--- src/rtl/lpd_pkg.sv ---
package lpd_pkg;
  typedef enum logic {SEEK_RISE = 1'b0, SEEK_FALL = 1'b1} xing_st_e;
endpackage

--- src/rtl/lpd_thresh.sv ---
module lpd_thresh #(
  parameter int SW = 16
) (
  input  logic          clk_i,
  input  logic          rst_ni,
  input  logic          smp_vld_i,
  input  logic [SW-1:0] smp_i,
  input  logic          bnd_i,
  input  logic [SW-1:0] floor_i,
  output logic [SW:0]   thr_hi_o,
  output logic [SW-1:0] thr_lo_o
);
  logic [SW-1:0] pk_cur_q, pk_prev_q, pk_next, half_pk, thr, hyst;

  assign pk_next  = (smp_i > pk_cur_q) ? smp_i : pk_cur_q;
  assign half_pk  = pk_prev_q >> 1;
  assign thr      = (half_pk > floor_i) ? half_pk : floor_i;
  assign hyst     = pk_prev_q >> 4;
  assign thr_hi_o = {1'b0, thr} + {1'b0, hyst};
  // thr >= peak/2 >= peak/16, so no underflow
  assign thr_lo_o = thr - hyst;

  always_ff @(posedge clk_i or negedge rst_ni) begin
    if (!rst_ni) begin
      pk_cur_q  <= '0;
      pk_prev_q <= '0;
    end else if (smp_vld_i) begin
      if (bnd_i) begin
        pk_prev_q <= pk_next;
        pk_cur_q  <= '0;
      end else begin
        pk_cur_q  <= pk_next;
      end
    end
  end

  AST_PEAK_CLEAR: assert property (@(posedge clk_i) disable iff (!rst_ni)
    (smp_vld_i && bnd_i) |=> (pk_cur_q == '0));
  AST_PEAK_KEEP: assert property (@(posedge clk_i) disable iff (!rst_ni)
    !smp_vld_i |=> ($stable(pk_prev_q) && $stable(pk_cur_q)));
  AST_PEAK_GROW: assert property (@(posedge clk_i) disable iff (!rst_ni)
    (smp_vld_i && !bnd_i) |=> (pk_cur_q >= $past(smp_i)));
endmodule

--- src/rtl/lpd_xing.sv ---
module lpd_xing
  import lpd_pkg::*;
#(
  parameter int SW = 16,
  parameter int CW = 4
) (
  input  logic          clk_i,
  input  logic          rst_ni,
  input  logic          smp_vld_i,
  input  logic [SW-1:0] smp_i,
  input  logic [SW:0]   thr_hi_i,
  input  logic [SW-1:0] thr_lo_i,
  input  logic [CW-1:0] confirm_i,
  output logic          rise_o,
  output logic          fall_o
);
  xing_st_e     st_q;
  logic [CW-1:0] run_q;
  logic [CW:0]   need, run_inc;
  logic          qual, hit;

  assign need    = (confirm_i == '0) ? (CW+1)'(1) : {1'b0, confirm_i};
  assign run_inc = {1'b0, run_q} + (CW+1)'(1);
  assign qual    = (st_q == SEEK_RISE) ? ({1'b0, smp_i} > thr_hi_i)
                                       : (smp_i < thr_lo_i);
  assign hit     = smp_vld_i && qual && (run_inc == need);
  assign rise_o  = hit && (st_q == SEEK_RISE);
  assign fall_o  = hit && (st_q == SEEK_FALL);

  always_ff @(posedge clk_i or negedge rst_ni) begin
    if (!rst_ni) begin
      st_q  <= SEEK_RISE;
      run_q <= '0;
    end else if (smp_vld_i) begin
      if (!qual) begin
        run_q <= '0;
      end else if (hit) begin
        run_q <= '0;
        st_q  <= (st_q == SEEK_RISE) ? SEEK_FALL : SEEK_RISE;
      end else begin
        run_q <= run_inc[CW-1:0];
      end
    end
  end

  AST_ACC_VLD: assert property (@(posedge clk_i) disable iff (!rst_ni)
    (rise_o || fall_o) |-> smp_vld_i);
  AST_RUN_HOLD: assert property (@(posedge clk_i) disable iff (!rst_ni)
    !smp_vld_i |=> ($stable(run_q) && $stable(st_q)));
  AST_ALTERNATE: assert property (@(posedge clk_i) disable iff (!rst_ni)
    rise_o |=> !rise_o);
endmodule

--- src/rtl/lpd_period.sv ---
module lpd_period #(
  parameter int TW = 24
) (
  input  logic          clk_i,
  input  logic          rst_ni,
  input  logic          smp_vld_i,
  input  logic          rise_i,
  input  logic          fall_i,
  input  logic [TW-1:0] max_period_i,
  output logic          bnd_o,
  output logic [TW-1:0] half_period_o,
  output logic          period_vld_o,
  output logic          boundary_o,
  output logic          dc_mode_o
);
  logic [TW-1:0] ts_q, t_rise_q, zc_prev_q, since_q, zc_now;
  logic          have_zc_q, real_seen_q, real_zc, syn_zc;

  assign zc_now  = t_rise_q + ((ts_q - t_rise_q) >> 1);
  assign real_zc = smp_vld_i && fall_i;
  assign syn_zc  = smp_vld_i && !fall_i && (max_period_i != '0) &&
                   (({1'b0, since_q} + (TW+1)'(1)) == {1'b0, max_period_i});
  assign bnd_o   = real_zc || syn_zc;

  always_ff @(posedge clk_i or negedge rst_ni) begin
    if (!rst_ni) begin
      ts_q          <= '0;
      t_rise_q      <= '0;
      zc_prev_q     <= '0;
      since_q       <= '0;
      have_zc_q     <= 1'b0;
      real_seen_q   <= 1'b0;
      half_period_o <= '0;
      period_vld_o  <= 1'b0;
      boundary_o    <= 1'b0;
      dc_mode_o     <= 1'b0;
    end else begin
      period_vld_o <= 1'b0;
      boundary_o   <= 1'b0;
      if (smp_vld_i) begin
        ts_q <= ts_q + 1'b1;
        if (rise_i) t_rise_q <= ts_q;
        if (real_zc) begin
          zc_prev_q  <= zc_now;
          have_zc_q  <= 1'b1;
          since_q    <= '0;
          boundary_o <= 1'b1;
          if (have_zc_q) begin
            half_period_o <= zc_now - zc_prev_q;
            period_vld_o  <= 1'b1;
          end
          if (dc_mode_o) begin
            if (real_seen_q) begin
              dc_mode_o   <= 1'b0;
              real_seen_q <= 1'b0;
            end else begin
              real_seen_q <= 1'b1;
            end
          end
        end else if (syn_zc) begin
          since_q       <= '0;
          have_zc_q     <= 1'b0;
          real_seen_q   <= 1'b0;
          boundary_o    <= 1'b1;
          half_period_o <= max_period_i;
          period_vld_o  <= 1'b1;
          dc_mode_o     <= 1'b1;
        end else begin
          since_q <= since_q + 1'b1;
        end
      end
    end
  end

  AST_PV_BND: assert property (@(posedge clk_i) disable iff (!rst_ni)
    period_vld_o |-> boundary_o);
  AST_DC_PERIOD: assert property (@(posedge clk_i) disable iff (!rst_ni)
    $rose(dc_mode_o) |-> (period_vld_o && (half_period_o == $past(max_period_i))));
  AST_DC_CLEAR: assert property (@(posedge clk_i) disable iff (!rst_ni)
    $fell(dc_mode_o) |-> (period_vld_o && boundary_o));
  AST_TS_HOLD: assert property (@(posedge clk_i) disable iff (!rst_ni)
    !smp_vld_i |=> ($stable(ts_q) && !boundary_o));
  AST_HALF_HOLD: assert property (@(posedge clk_i) disable iff (!rst_ni)
    !period_vld_o |-> $stable(half_period_o));
endmodule

--- src/rtl/line_period_det.sv ---
module line_period_det #(
  parameter int SMP_W  = 16,
  parameter int TS_W   = 24,
  parameter int CONF_W = 4
) (
  input  logic              clk_i,
  input  logic              rst_ni,
  input  logic              smp_vld_i,
  input  logic [SMP_W-1:0]  smp_i,
  input  logic [SMP_W-1:0]  thr_floor_i,
  input  logic [CONF_W-1:0] confirm_i,
  input  logic [TS_W-1:0]   max_period_i,
  output logic [TS_W-1:0]   half_period_o,
  output logic              period_vld_o,
  output logic              boundary_o,
  output logic              dc_mode_o
);
  logic [SMP_W:0]   thr_hi;
  logic [SMP_W-1:0] thr_lo;
  logic             rise, fall, bnd;

  lpd_thresh #(.SW(SMP_W)) u_thresh (
    .clk_i, .rst_ni, .smp_vld_i, .smp_i,
    .bnd_i(bnd), .floor_i(thr_floor_i),
    .thr_hi_o(thr_hi), .thr_lo_o(thr_lo)
  );

  lpd_xing #(.SW(SMP_W), .CW(CONF_W)) u_xing (
    .clk_i, .rst_ni, .smp_vld_i, .smp_i,
    .thr_hi_i(thr_hi), .thr_lo_i(thr_lo), .confirm_i,
    .rise_o(rise), .fall_o(fall)
  );

  lpd_period #(.TW(TS_W)) u_period (
    .clk_i, .rst_ni, .smp_vld_i,
    .rise_i(rise), .fall_i(fall), .max_period_i,
    .bnd_o(bnd), .half_period_o, .period_vld_o, .boundary_o, .dc_mode_o
  );
endmodule

--- config.mk ---
export PLATFORM = sky130hd
export DESIGN_NAME = line_period_det
export DESIGN_NICKNAME = d
export VERILOG_FILES = /design/src/rtl/lpd_pkg.sv /design/src/rtl/lpd_thresh.sv /design/src/rtl/lpd_xing.sv /design/src/rtl/lpd_period.sv /design/src/rtl/line_period_det.sv
export SDC_FILE = /design/constraint.sdc
export NUM_CORES = 1
export LEC_CHECK = 0
export ABC_AREA = 1
export BUFFER_PORTS_ARGS = -buffer_cell sky130_fd_sc_hd__buf_2
export CORE_ASPECT_RATIO = 1.5
export CORE_UTILIZATION = 39
export DETAILED_ROUTE_END_ITERATION = 7
export PLACE_DENSITY = 0.52
export SKIP_LAST_GASP = 1
export SLEW_MARGIN = 20
export SYNTH_ARGS = -nofsm -noshare
export SYNTH_HDL_FRONTEND = slang
export SYNTH_SLANG_ARGS = --single-unit
export TNS_END_PERCENT = 10
--- constraint.sdc ---
create_clock -name clk_i -period 7 [get_ports clk_i]
set_input_delay 0.35 -clock clk_i [delete_from_list [all_inputs] [get_ports clk_i]]
set_output_delay 0.35 -clock clk_i [all_outputs]
set_load 0.02 [all_outputs]
==> qor.csv <==
stage,metric,value,unit
outcome,outcome,finished with violations,
synth,syn_inst,1888,
final_layout,final_layout_size_suffix_gt1_share,8.81,%
worst_setup_path,critPathBufInv,5,
worst_setup_path,required,7410,ps
outcome,failed_checks,hold timing,
worst_setup_path,path_max_fanout,34,
synth,synthTopCellsByArea,"dfrtp_1, ha_1, nand2_1, xor2_1, o21ai_0",
final_layout,layout_common_cells,"nand2_1, inv_1, o21ai_0",
global_route,antenna_found_initial,0,
synth,yosysSeqAreaShare,29.2,%
route,drt_iter0_markers,539,
global_route,track_usage,23.1,%
floorplanning,rows,84,
synth,synth_area,0.0138,sq mm
global_route,overflow,0,
worst_setup_path,rr_worst_depth,39,
final_layout,area_delta_synth_final,10.9,%
sta,hold_slack,-49.3,ps
global_route,met1_usage,25.1,%
route,vias,12500,
final_layout,final_common_cell,nand2_1,
global_route,grt-busiest-layer,met2,
clock_tree,path_clk_slew,80,ps
synth,synth_top_area_share,29.2,%
floorplanning,die_area,0.0361,sq mm
worst_setup_path,max_stage_delay,490,ps
placed_design,dp_hpwl,31900,um
route,wl_per_cell,16.3,um
global_route,grt_util_met2,45.0,%
worst_setup_path,r2r_slack,600,ps
worst_setup_path,crit_path_top_delay_cell,dfrtp_1,
clock_tree,cts_sinks,161,
clock_tree,clockBufferDepth,2,
clock_tree,insertion_delay,460,ps
synth,yosys_most_used_dff,dfrtp_1,
worst_setup_path,critical_path_class,reg2reg,
sta,slew-limit-headroom,30.1,%
synth,postSynthNetCount,2113,
floorplanning,initial_core_util,39.4,%
worst_setup_path,r2r_start,u_thresh.pk_prev_q[4],
route,firstDrtPassIters,5,
placed_design,routabilityCongestion,0.886,
worst_setup_path,crit_family,simple AND/OR/NAND/NOR gates,
worst_setup_path,reg2reg_to,u_period.half_period_o[18],
synth,yosys.area.top_type,dfrtp_1,
synth,async_flop_share,100,%
global_route,grt_first_pass_wirelength,64600,um
floorplanning,die_w,156,um
worst_setup_path,worst_setup_path_end_kind,register,
sta,fmax,156,MHz
worst_setup_path,cp.arrival,6800,ps
route,antenna_left,0,
sta,finalMaxSlewViolations,0,
run,cap_violations,0,
final_layout,fin_nets,2187,
global_route,grt_max_degree,92,
synth,syn_avg_cell_area,7.31,sq um
sta,fin_skew,16.8,ps
sta,period_needed,6400,ps
synth,synth_cell_types,54,
final_layout,n_antenna_cell,0,
worst_setup_path,path_common_cell,nand2_1,
route,viasPerCell,5.12,
synth,ys_ff_latch,161,
sta,fin_crit_sh,91.4,%
worst_setup_path,setup.worst_path.start_class,register,
clock_tree,clockRootBuffer,clkbuf_16,
sta,rsz0062_at_grt,false,
sta,hold_viol_final,11,
clock_tree,cts_buffers,17,
sta,tns,0,ps
sta,worst_slew_pin_slew,1050,ps
global_route,grt_use_met3,2.93,%
route,drc_errors,0,
route,drt_wl_total,39900,um
clock_tree,cts_tree,built,
floorplanning,core,0.0350,sq mm
placed_design,port_buffers,89,
floorplanning,ios,90,
sta,finalSetupViolCount,0,
global_route,grt_pass1_vias,12400,
clock_tree,htree_levels,4,
hold_path,hp-class,in2async,
synth,synth-edff-count,0,
floorplanning,die-height,232,um
synth,yosysWarnings,0,
stage by stage:
step,instance area (sq um),hold slack (ps),setup WS (ps),utilization (%),instances
after floorplan,13800,54.4,1790,-,1888
after global placement,14700,463,758,42.0,2416
after detailed placement,14700,464,585,42.0,2416
after CTS,15300,10.1,580,43.7,2448
after global routing,15300,16.6,84.3,43.7,2448
final,15300,-49.3,601,43.7,2448
metal layers:
metal | wire [um] | vias to the layer above
met2 | 22000 | 179
met1 | 15900 | 5909
li1 | - | 6390
met4 | 1060 | 0
met5 | 0 | -
met3 | 982 | 55
registers in the layout, summed over array words and instances, names as in the netlist:
name and flops:
u_period.dc_mode_o 1, u_period.real_seen_q 1, u_thresh.pk_prev_q 15, u_period.period_vld_o 1, u_period.ts_q 24, u_thresh.pk_cur_q 16
u_xing.st_q 1, u_period.t_rise_q 24, u_period.zc_prev_q 24, u_period.have_zc_q 1, u_period.boundary_o 1, u_period.since_q 24
u_period.half_period_o 24, u_xing.run_q 4
area by class of cell:
| class | count | area [sq um] |
|---|---|---|
| Clock inverter | 15 | 158 |
| Inverter | 226 | 851 |
| Sequential cell | 161 | 4030 |
| Timing Repair Buffer | 101 | 546 |
| Multi-Input combinational cell | 1455 | 8700 |
| Tap cell | 473 | 592 |
| Fill cell | 3677 | 19700 |
| Clock buffer | 17 | 425 |
cells in the mapped netlist (18+ instances only):
cell type,instances
clkbuf_1,21
xor2_1,102
dfrtp_1,161
nand2_1,435
a21oi_1,160
nand3_1,86
nor2_1,138
nand4_1,22
nor3_1,22
xnor2_1,41
inv_1,217
o21ai_0,178
ha_1,157
buf_2,18
worst max path at each step:
stage / slack [ps] / start / depth (start not counted) / endpoint
final: 600 / u_thresh.pk_prev_q[4] / 39 / u_period.half_period_o[18]
after global routing: 80 / u_thresh.pk_prev_q[4] / 36 / u_period.half_period_o[3]
after CTS: 580 / u_thresh.pk_prev_q[4] / 39 / u_period.half_period_o[18]
after detailed placement: 590 / thr_floor_i[1] / 41 / u_period.half_period_o[18]
after global placement: 760 / thr_floor_i[1] / 41 / u_period.half_period_o[18]
after floorplan: 1790 / thr_floor_i[9] / 37 / u_period.zc_prev_q[10]
timing repair:
item,CTS,global route
hold buffers,0,0
buffers inserted,0,0
resized for setup,0,1
setup endpoints to repair,0,24
hold endpoints to repair,0,0
cell families after synthesis:
group	Yosys count	share of synthesized area (%)
adders and majority gates	162	15.0
xor gates and xnor gates	145	9.32
buffers and inverters	272	7.75
DFF	161	29.2
AOI/OAI and AO/OA	403	15.8
and+or+nand+nor	745	22.9
Power is left out: the tool's default activity adds up to more than one toggle a clock period on the data nets, which glitch-free logic cannot reach.
